**config.mk**
```make
export PLATFORM = sky130hd
export DESIGN_NAME = adc_result_regs
export DESIGN_NICKNAME = d
export VERILOG_FILES = /design/src/rtl/adcr_pkg.sv /design/src/rtl/adcr_calc.sv /design/src/rtl/adcr_align.sv /design/src/rtl/adcr_pair.sv /design/src/rtl/adc_result_regs.sv
export SDC_FILE = /design/constraint.sdc
export NUM_CORES = 1
export LEC_CHECK = 0
export ABC_AREA = 1
export BUFFER_PORTS_ARGS = -buffer_cell sky130_fd_sc_hd__buf_4
export CAP_MARGIN = 10
export CELL_PAD_IN_SITES_DETAIL_PLACEMENT = 0
export CELL_PAD_IN_SITES_GLOBAL_PLACEMENT = 1
export CORE_MARGIN = 2
export CORE_UTILIZATION = 42
export DETAILED_ROUTE_END_ITERATION = 10
export PLACE_DENSITY = 0.94
export SYNTH_ARGS = -nofsm -noshare
export SYNTH_HDL_FRONTEND = slang
export SYNTH_SLANG_ARGS = --single-unit
```
**constraint.sdc**
```tcl
create_clock -name clk_i -period 8.4 [get_ports clk_i]
set_clock_uncertainty 0.15 [all_clocks]
set_input_delay 0.84 -clock clk_i [delete_from_list [all_inputs] [get_ports clk_i]]
set_output_delay 0.84 -clock clk_i [all_outputs]
set_load 0.1 [all_outputs]
```
**src/rtl/adcr_pkg.sv**
```systemverilog
package adcr_pkg;
  localparam int BYTE_W = 8;
  localparam int PAIR_W = 2 * BYTE_W;

  typedef enum logic [1:0] {
    GAIN_UNITY = 2'd0,
    GAIN_MID   = 2'd1,
    GAIN_HIGH  = 2'd2,
    GAIN_ALT   = 2'd3
  } gain_code_t;
endpackage

```
**src/rtl/adcr_calc.sv**
```systemverilog
module adcr_calc #(
  parameter int NCH = 8,
  parameter int SW  = 10,
  parameter int RW  = 10,
  parameter int G1  = 10,
  parameter int G2  = 200
) (
  input  logic [NCH*SW-1:0]      samp_i,
  input  logic [$clog2(NCH):0]   sel_i,
  input  logic [1:0]             gain_i,
  output logic [RW-1:0]          res_o
);
  import adcr_pkg::*;

  localparam int CHW = $clog2(NCH);
  localparam int PW  = SW + $clog2(G2 + 1);
  localparam logic [PW-1:0] MAXV = PW'((1 << RW) - 1);

  logic [SW-1:0] ch [NCH];

  for (genvar g = 0; g < NCH; g++) begin : g_unpack
    assign ch[g] = samp_i[g*SW +: SW];
  end

  logic [CHW-1:0] pos_idx, neg_idx;
  logic [PW-1:0]  gmul, pos_p, neg_p, single_v;
  logic [PW:0]    diff_v;
  gain_code_t     gcode;

  always_comb begin
    gcode   = gain_code_t'(gain_i);
    pos_idx = sel_i[CHW-1:0];
    neg_idx = sel_i[CHW-1:0] ^ CHW'(1);
    unique case (gcode)
      GAIN_MID:  gmul = PW'(G1);
      GAIN_HIGH: gmul = PW'(G2);
      default:   gmul = PW'(1);
    endcase
    pos_p    = PW'(ch[pos_idx]) * gmul;
    neg_p    = PW'(ch[neg_idx]) * gmul;
    diff_v   = {1'b0, pos_p} - {1'b0, neg_p};
    single_v = PW'(ch[pos_idx]);
    if (sel_i[CHW]) begin
      if (diff_v[PW])
        res_o = '0;
      else if (diff_v[PW-1:0] > MAXV)
        res_o = MAXV[RW-1:0];
      else
        res_o = diff_v[RW-1:0];
    end else begin
      if (single_v > MAXV)
        res_o = MAXV[RW-1:0];
      else
        res_o = single_v[RW-1:0];
    end
  end
endmodule

```
**src/rtl/adcr_align.sv**
```systemverilog
module adcr_align #(
  parameter int RW = 10
) (
  input  logic [RW-1:0]                res_i,
  input  logic                         adj_i,
  output logic [adcr_pkg::PAIR_W-1:0]  pair_o
);
  import adcr_pkg::*;

  localparam int PAD = PAIR_W - RW;

  always_comb begin
    if (adj_i)
      pair_o = {res_i, {PAD{1'b0}}};
    else
      pair_o = {{PAD{1'b0}}, res_i};
  end
endmodule

```
**src/rtl/adcr_pair.sv**
```systemverilog
module adcr_pair #(
  parameter int RW = 10
) (
  input  logic                         clk_i,
  input  logic                         rst_i,
  input  logic [RW-1:0]                res_i,
  input  logic                         adj_i,
  input  logic                         done_i,
  input  logic                         rd_lo_i,
  input  logic                         rd_hi_i,
  output logic [adcr_pkg::PAIR_W-1:0]  pair_o,
  output logic                         lock_o,
  output logic [RW-1:0]                latest_o
);
  import adcr_pkg::*;

  logic [RW-1:0]     latest_q;
  logic [PAIR_W-1:0] pair_q;
  logic [PAIR_W-1:0] pair_d;
  logic [RW-1:0]     cap_src;
  logic              lock_q;
  logic              cap;

  assign cap_src = done_i ? res_i : latest_q;
  assign cap     = (rd_lo_i | rd_hi_i) & ~lock_q;

  adcr_align #(.RW(RW)) u_align (
    .res_i  (cap_src),
    .adj_i  (adj_i),
    .pair_o (pair_d)
  );

  always_ff @(posedge clk_i) begin
    if (rst_i) begin
      latest_q <= '0;
      pair_q   <= '0;
      lock_q   <= 1'b0;
    end else begin
      if (done_i) latest_q <= res_i;
      if (cap)    pair_q   <= pair_d;
      if (rd_hi_i)
        lock_q <= 1'b0;
      else if (rd_lo_i)
        lock_q <= 1'b1;
    end
  end

  assign pair_o   = pair_q;
  assign lock_o   = lock_q;
  assign latest_o = latest_q;
endmodule

```
**src/rtl/adc_result_regs.sv**
```systemverilog
module adc_result_regs #(
  parameter int NCH = 8,
  parameter int SW  = 10,
  parameter int RW  = 10,
  parameter int G1  = 10,
  parameter int G2  = 200
) (
  input  logic                   clk_i,
  input  logic                   rst_i,
  input  logic [NCH*SW-1:0]      samp_i,
  input  logic [$clog2(NCH):0]   sel_i,
  input  logic [1:0]             gain_i,
  input  logic                   adj_i,
  input  logic                   done_i,
  input  logic                   rd_lo_i,
  input  logic                   rd_hi_i,
  output logic [7:0]             lo_o,
  output logic [7:0]             hi_o
);
  import adcr_pkg::*;

  logic [RW-1:0]     res_w;
  logic [RW-1:0]     latest_w;
  logic [PAIR_W-1:0] pair_w;
  logic              lock_w;

  adcr_calc #(.NCH(NCH), .SW(SW), .RW(RW), .G1(G1), .G2(G2)) u_calc (
    .samp_i (samp_i),
    .sel_i  (sel_i),
    .gain_i (gain_i),
    .res_o  (res_w)
  );

  adcr_pair #(.RW(RW)) u_pair (
    .clk_i    (clk_i),
    .rst_i    (rst_i),
    .res_i    (res_w),
    .adj_i    (adj_i),
    .done_i   (done_i),
    .rd_lo_i  (rd_lo_i),
    .rd_hi_i  (rd_hi_i),
    .pair_o   (pair_w),
    .lock_o   (lock_w),
    .latest_o (latest_w)
  );

  assign lo_o = pair_w[BYTE_W-1:0];
  assign hi_o = pair_w[PAIR_W-1:BYTE_W];
endmodule

```
# Word-level counts from Yosys, hierarchy flattened
# Index checks and enable logic that the tools add are counted.
[classes] add_sub_neg=1 n_mul=2 reduce_logical=1 magnitude_cmp=3 bitwise=6 n_eq_ne=2 muxes=12
[op_table] op="$mux W10" count=8
[op_table] op="$bmux W10 S3" count=2
[op_table] op="$mul A10 B8 Y18" count=2
[op_table] op="$sub A18 B18 Y19" count=1
[op_table] op="$gt A18 B10 Y1 const B" count=1
[op_table] op="$mux W16" count=1
[op_table] op="$pmux W8 S2" count=1
[op_table] op="$ge A4 B4 Y1 const B" count=2
[op_table] op="$not A3 Y4" count=2
[op_table] op="$eq A2 B1 Y1 const B" count=1
[op_table] op="$eq A2 B2 Y1 const B" count=1
[op_table] op="$not A1 Y1" count=2
[op_table] op="$reduce_or A2 Y1" count=1
[op_table] op="$and A1 B1 Y1" count=1
[op_table] op="$or A1 B1 Y1" count=1
[word_totals] reg_bits=27 elab_cells=30 out_inout_bits=16

# Depth between registers and ports, before layout
# Gate-level depths: netlist of run 1.
[logic_depth] ltp_word=13 mapped_depth=42 mapped_depth_nobuf=38

# By module
# A second synthesis of run 1 with hierarchy kept.
[unflattened] cells_unflattened=1229 area_unflattened_um2=7632.3
[by_module_without_submodules] module="adcr_calc" cells_each=1027 n_inst=1 seq_area_each_um2=0.0 area_per_inst_um2=6288.5
[by_module_without_submodules] module="adcr_pair" cells_each=163 n_inst=1 seq_area_each_um2=540.5 area_per_inst_um2=1178.6
[by_module_without_submodules] module="adcr_align" cells_each=39 n_inst=1 seq_area_each_um2=0.0 area_per_inst_um2=165.2

# Worst setup path before layout of run 1
# Ideal clock, no wire load.
[synth_path] path_kind="input to register" startpoint="input port sel_i[1]" endpoint="register u_pair.latest_q[6] (netlist: u_pair.latest_o[6])" arrival_time_ns=6.645 t_required_ns=8.135 cell_stages=34 setup_slack_ns=1.490 cell_sequence="buf_2 inv_1 clkbuf_1 clkbuf_1 a21oi_1 o21ai_0 nand3_1 nand2_1 nor2_1 ha_1 inv_1 fa_1 inv_1 fa_1 inv_1 fa_1 fa_1 inv_1 fa_1 inv_1 ha_1 nand2_1 inv_1 nand2_1 nand2_1 a21oi_1 nand3_1 nand2_1 nand2_1 nor2_4 nand2_4 o21ai_1 o211ai_1 and2_1"
[synth_via] elab_chain_len=11 word_cells_on_any_way=16
[synth_lines] item="from (decl)" line="adc_result_regs.sv:11" rtl="input logic [$clog2(NCH):0] sel_i,"
[synth_lines] item="$not A3 Y4 (on tied branches)" line="adcr_calc.sv:39, adcr_calc.sv:42, adcr_calc.sv:40"
[synth_lines] item="$bmux W10 S3 (on tied branches)" line="adcr_calc.sv:39, adcr_calc.sv:42, adcr_calc.sv:40"
[synth_lines] item="$mux W10 (on tied branches) (2 in series)" line="adcr_calc.sv:39, adcr_calc.sv:42, adcr_calc.sv:40"
[synth_lines] item="$mul A10 B8 Y18 (on tied branches)" line="adcr_calc.sv:39, adcr_calc.sv:40"
[synth_lines] item="$sub A18 B18 Y19" line="adcr_calc.sv:41" rtl="diff_v = {1'b0, pos_p} - {1'b0, neg_p};"
[synth_lines] item="$gt A18 B10 Y1" line="adcr_calc.sv:46" rtl="else if (diff_v[PW-1:0] > MAXV)"
[synth_lines] item="$mux W10" line="adcr_calc.sv:46"
[synth_lines] item="$mux W10" line="adcr_calc.sv:44" rtl="if (diff_v[PW])"
[synth_lines] item="$mux W10 *" line="adcr_calc.sv:43" rtl="if (sel_i[CHW]) begin"
[synth_lines] item="$mux W10 *"
[synth_lines] item="to (signal assigned)" line="adcr_pair.sv:39" rtl="if (done_i) latest_q <= res_i;"
[synth_lines] item="to (decl)" line="adcr_pair.sv:17" rtl="logic [RW-1:0] latest_q;"
# Every way passes the cells marked *; elsewhere a longest branch is shown, timed or not. The select of a mux whose other input is x is not followed.
# A chain may end at the register's enable or synchronous reset.

# Worst setup path after layout of run 1
[layout_path] startpoint="input port sel_i[0]" endpoint="register u_pair.pair_q[2] (netlist: u_pair.pair_o[2])"
[layout_via] elab_chain_len=13 word_cells_on_any_way=18
[layout_lines] item="$not A1 Y1 (no line)"
[layout_lines] item="$not A3 Y4 (not written as such)" line="adcr_calc.sv:40" rtl="neg_p = PW'(ch[neg_idx]) * gmul;"
[layout_lines] item="$bmux W10 S3" line="adcr_calc.sv:40"
[layout_lines] item="$mux W10 (not written as such) (2 in series)" line="adcr_calc.sv:40"
[layout_lines] item="$mul A10 B8 Y18" line="adcr_calc.sv:40"
[layout_lines] item="$sub A18 B18 Y19" line="adcr_calc.sv:41"
[layout_lines] item="$gt A18 B10 Y1" line="adcr_calc.sv:46"
[layout_lines] item="$mux W10" line="adcr_calc.sv:46"
[layout_lines] item="$mux W10" line="adcr_calc.sv:44"
[layout_lines] item="$mux W10 *" line="adcr_calc.sv:43"
[layout_lines] item="$mux W10 *"
[layout_lines] item="$mux W16 *" line="adcr_align.sv:13" rtl="if (adj_i)"
[layout_lines] item="to (signal assigned)" line="adcr_pair.sv:40" rtl="if (cap) pair_q <= pair_d;"
[layout_lines] item="to (decl)" line="adcr_pair.sv:18" rtl="logic [PAIR_W-1:0] pair_q;"
# Marks and branches as above.

==> results of run 1 <==
[flip-flops by register name, summed over array words and instances, names as in the netlist, named ones only]
register,flops
u_pair.lock_o,1
u_pair.latest_o,8
u_pair.pair_o,16
[Yosys cell counts]
library cell	n
dfxtp_1	27
o31ai_1	1
a21oi_1	73
o21ai_1	8
clkinv_1	2
nand3_1	78
nor2_1	72
nand4_1	6
nor3_2	1
nand2_4	1
nand3b_1	2
o211ai_1	18
nor2_2	7
buf_1	1
buf_2	15
nor2_4	1
and2_1	4
clkbuf_1	25
nand3_2	4
ha_1	93
inv_1	265
or2_2	7
a21boi_2	1
buf_6	1
a21oi_2	1
fa_1	71
o21bai_1	1
xor2_1	4
o21ai_0	73
nand2_2	1
nand2_1	214
xnor2_1	3
inv_2	1
nor3_1	2
[critical path: cells and delay by family]
family                     cells  cell delay [ns]
AOI/OAI and AO/OA              3             0.36
buffers and inverters          8             1.10
and+or+nand+nor               18             1.70
adders and majority gates      7             3.29
[worst paths after layout]
path,startpoint,to,slack (ns),cells past startpoint
worst max-delay path,sel_i[0],u_pair.pair_o[2]$_SDFFE_PP0P_,1.09,36
worst min register to register,u_pair.pair_o[4]$_SDFFE_PP0P_,u_pair.pair_o[4]$_SDFFE_PP0P_,0.32,2
worst min-delay path,u_pair.pair_o[4]$_SDFFE_PP0P_,u_pair.pair_o[4]$_SDFFE_PP0P_,0.32,2
worst max register to register,u_pair.lock_o$_SDFFE_PP0P_,u_pair.pair_o[5]$_SDFFE_PP0P_,6.59,5
[final cells by class]
| cell class | count | share of cell area |
|---|---|---|
| inverters | 268 | 0.125 |
| well taps | 220 | 0.0342 |
| multi-input cells | 747 | 0.659 |
| clock buffers | 4 | 0.00979 |
| flip-flops and latches | 27 | 0.0671 |
| repair buffers | 113 | 0.105 |
[per-layer routing]
metal	vias up	track usage	routed length, µm	share of wire
li1	3484	-	-	-
met2	136	0.381	9090	0.48
met3	22	0.0164	667	0.036
met4	0	0.0366	259	0.014
met1	3115	0.294	8740	0.47
met5	-	0	0	0
[stage by stage]
stage | std cells | worst slack, ns | instance area, µm²
after CTS | 1379 | 1.14 | 8050
after floorplan | 1084 | 1.49 | 7040
after detailed placement | 1375 | 0.875 | 7980
final | 1379 | 1.09 | 8050
after global routing | 1379 | 0.506 | 8050
after global placement | 1375 | 0.948 | 7980
[cells in the final DEF (no fill, tap or decap), types with 2 or more instances in the layout]
master and count:
o211ai_1 18, clkbuf_16 3, nand4_1 6, ha_1 93, fa_1 71, nand2_1 214, o21ai_0 73, nor2_2 7
nand3b_1 2, nor2_1 72, nand3_1 78, nand3_2 4, o21ai_1 8, dfxtp_1 27, nor3_1 2, xnor2_1 3
a21oi_1 73, and2_1 4, inv_1 265, clkinv_1 2, xor2_1 4, buf_4 113, or2_2 7
[cell families (layout without fill, tap and decap cells)]
kind of cell,count (synthesis),in the layout
AND/OR/NAND/NOR,400,400
buffers and inverters,310,385
AO/OA/AOI/OAI,176,176
adder cells (fa/ha/maj),164,164
flip-flops,27,27
XOR/XNOR,7,7
==> flow_metrics.tcl, run 1 <==
set metrics [dict create \
    outcome "finished clean" \
    max_freq_mhz 137 \
    setup_tns_ns 0 \
    clkTransAtPathRegs_ns 0.06 \
    port_buffers 107 \
    hpwlAfterDp_mm 15.8 \
    multi_input_area_um2 5310 \
    row_count 47 \
    drt_wl_total_mm 18.8 \
    root_buffer "clkbuf_16" \
    grt_max_degree 77 \
    hold_violations 0 \
    slew_headroom 0.515 \
    critPathKind "input pin to flip-flop" \
    ctsHoldBuffers 0 \
    fin_nets 1416 \
    cts_tree "built" \
    cts_buffers 3 \
    ys_top_cells_by_area "fa_1 20%, ha_1 17%, inv_1 14%, nand2_1 11%, dfxtp_1 7.7%" \
    max_stage_delay_ns 0.54 \
    coreArea_um2 16500 \
    ys_types 34 \
    fin_hold_ws_ns 0.316 \
    drt_iter0_drc 422 \
    seqCellArea_um2 541 \
    synth_compound_area_frac 0.134 \
    final_util 0.489 \
    muxShareOfSynthArea 0 \
    hp-class "flip-flop to flip-flop" \
    critPathSlowestCell "fa_1" \
    synth_nets 1340 \
    grt.total_usage 0.216 \
    slew_violations 0 \
    synth_cells 1084 \
    drc 0 \
    grt_antenna_before_repair 0 \
    synth-seq-cells 27 \
    insertion_delay_ns 0.26 \
    worstPathRequired_ns 8.40 \
    fillerInstances 1752 \
    cap_viol_max_count 0 \
    htreeDepth 1 \
    fin_crit_sh 0.870 \
    routabilityCongestion 0.894 \
    die_area_um2 17800 \
    start_util 0.427 \
    synth_xor_area_frac 0.00871 \
    yosys.area_share.simple 0.244 \
    end_kind "flip-flop" \
    ios 108 \
    yosys_warnings 0 \
    cts_resized 0 \
    grt_pass1_wl_mm 31.8 \
    yosys.area_share.adder 0.367 \
    setup_violations 0 \
    worst_pin_slew_ns 0.725 \
    dr.pass1.iters 5 \
    cts.path.max_buffers 2 \
    finalCriticalPeriod_ns 7.31 \
    cts.sinks 27 \
    post_cts_buffers 0 \
    startpoint_type "input pin" \
    layout-drive-gt1-share 0.122 \
    num_vias 6757 \
    dieHeight_um 133 \
    ys_seq_area_frac 0.0768 \
    path_max_fanout 34 \
    rsz0062_at_grt "no" \
    cp.arrival_ns 7.31 \
    avgSynthCellArea_um2 6.49 \
    fp.dieW_um 133 \
    yosysTopAreaCell "fa_1" \
    synth_top_family_by_area "adder cells" \
    area_growth_pct 14.5 \
    wl_per_cell_um 13.6 \
    grt_pass1_vias 6800 \
    cpMostUsedCell "nand2_1" \
    post_drt_via_cell_ratio 4.90 \
    ant_nets 0 \
    diodes 0 \
    synth_top_area_share 0.202 \
    synth.cell_area_um2 7040 \
    grt-ovfl-total 0 \
]
Power of run 1 is not shown: default switching activity piles up to over one toggle a cycle in this logic, so the estimate is an artifact.
==> inputs of run 2 (changes only) <==
--- a/config.mk
+++ b/config.mk
@@ -6,7 +6,7 @@
 export NUM_CORES = 1
 export LEC_CHECK = 0
 export ABC_AREA = 1
-export BUFFER_PORTS_ARGS = -buffer_cell sky130_fd_sc_hd__buf_4
+export BUFFER_PORTS_ARGS = -buffer_cell sky130_fd_sc_hd__buf_2
 export CAP_MARGIN = 10
 export CELL_PAD_IN_SITES_DETAIL_PLACEMENT = 0
 export CELL_PAD_IN_SITES_GLOBAL_PLACEMENT = 1
==> flow_metrics.tcl, run 2 (synthesis results as in run 1) <==
set metrics [dict create \
    fp.dieW_um 133 \
    cpMostUsedCell "nand2_1" \
    layout_common_cells "265 x inv_1, 214 x nand2_1, 107 x buf_2" \
    max_freq_mhz 137 \
    ios 108 \
    cts_tree "built" \
    row_count 47 \
    root_buffer "clkbuf_16" \
    drc 0 \
    post_cts_buffers 0 \
    clkTransAtPathRegs_ns 0.06 \
    setup_violations 0 \
    r2r-end "u_pair.pair_o[7]$_SDFFE_PP0P_" \
    insertion_delay_ns 0.26 \
    critPathSlowestCell "inv_2" \
    cts_buffers 3 \
    startpoint_type "input pin" \
    area_growth_pct 10.7 \
    coreArea_um2 16500 \
    hp-class "flip-flop to flip-flop" \
    r2r_slack_ns 6.61 \
    drt_iter0_drc 504 \
    diodes 0 \
    cts.sinks 27 \
    routabilityCongestion 0.876 \
    cap_viol_max_count 0 \
    fin_nets 1416 \
    largest_register_ffs 16 \
    dr.pass1.iters 7 \
    dieHeight_um 133 \
    grt-ovfl-total 0 \
    start_util 0.427 \
    r2r_cells 7 \
    finalCriticalPeriod_ns 7.31 \
    die_area_um2 17800 \
    hold_violations 0 \
    htreeDepth 1 \
    setup_tns_ns 0 \
    port_buffers 107 \
    wl_per_cell_um 13.2 \
    hpwlAfterDp_mm 15.2 \
    slew_headroom 0.499 \
    fin_crit_sh 0.870 \
    critPathLaunch "sel_i[0]" \
    final_common_cell "inv_1" \
    worst_pin_slew_ns 0.751 \
    drt_wl_total_mm 18.2 \
    ant_nets 0 \
    grt_pass1_wl_mm 31.8 \
    worstPathRequired_ns 8.40 \
    grt_max_degree 77 \
    end_kind "flip-flop" \
    rsz0062_at_grt "no" \
    layout-drive-gt1-share 0.122 \
    cts.path.max_buffers 2 \
    num_vias 6733 \
    cts_resized 0 \
    path_max_fanout 56 \
    post_drt_via_cell_ratio 4.88 \
    grt.total_usage 0.215 \
    grt_pass1_vias 6716 \
    critPathKind "input pin to flip-flop" \
    ctsHoldBuffers 0 \
    max_stage_delay_ns 0.54 \
    slew_violations 0 \
    cp.arrival_ns 7.31 \
    grt_antenna_before_repair 0 \
    worstReg2RegStart "u_pair.lock_o$_SDFFE_PP0P_" \
    worstSetupEndpoint "u_pair.pair_o[9]$_SDFFE_PP0P_" \
    outcome "finished clean" \
]
[run 2: cell count changes in the layout (fill, tap and decap cells not counted)]
cell,before,now
buf_4,113,6
buf_2,0,107
[run 2: through the flow]
step	util	cell area [µm²]	worst slack, ns	std cells	hold WS (ns)
after floorplan	-	7040	1.49	1084	0.315
after global placement	0.468	7710	0.967	1375	0.299
after detailed placement	0.468	7710	0.851	1375	0.303
after CTS	0.473	7790	1.12	1379	0.313
after global routing	0.473	7790	0.457	1379	0.340
final	0.473	7790	1.09	1379	0.313
[run 2: worst min-delay path by stage]
stage	startpoint	end	slack (ns)	depth (start not counted)
after global routing	u_pair.pair_o[13]$_SDFFE_PP0P_	u_pair.pair_o[13]$_SDFFE_PP0P_	0.34	2
after global placement	u_pair.pair_o[5]$_SDFFE_PP0P_	u_pair.pair_o[5]$_SDFFE_PP0P_	0.30	2
after detailed placement	u_pair.pair_o[5]$_SDFFE_PP0P_	u_pair.pair_o[5]$_SDFFE_PP0P_	0.30	2
final	u_pair.pair_o[5]$_SDFFE_PP0P_	u_pair.pair_o[5]$_SDFFE_PP0P_	0.31	2
after CTS	u_pair.pair_o[5]$_SDFFE_PP0P_	u_pair.pair_o[5]$_SDFFE_PP0P_	0.31	2
after floorplan	u_pair.lock_o$_SDFFE_PP0P_	u_pair.lock_o$_SDFFE_PP0P_	0.32	2
[run 2: area by class of cell]
| class | instances | area, µm² |
|---|---|---|
| well taps | 220 | 275 |
| flip-flops and latches | 27 | 541 |
| fillers | 1719 | 8680 |
| multi-input cells | 747 | 5310 |
| clock buffers | 4 | 78.8 |
| inverters | 268 | 1010 |
| repair buffers | 113 | 581 |
[run 2: per-layer routing]
metal / track usage / share of wire / vias to the layer above
li1: - / - / 3488
met1: 0.298 / 0.47 / 3070
met2: 0.371 / 0.47 / 146
met3: 0.0122 / 0.041 / 29
met4: 0.0485 / 0.023 / 0
met5: 0 / 0 / -
[run 2: critical path, delay by kind of cell]
family / cells / cell delay (ns)
fa+ha+maj: 7 / 3.26
compound gates: 3 / 0.33
buf+inv: 9 / 1.26
simple gates: 17 / 1.59
Power of run 2 is left out for the same reason.
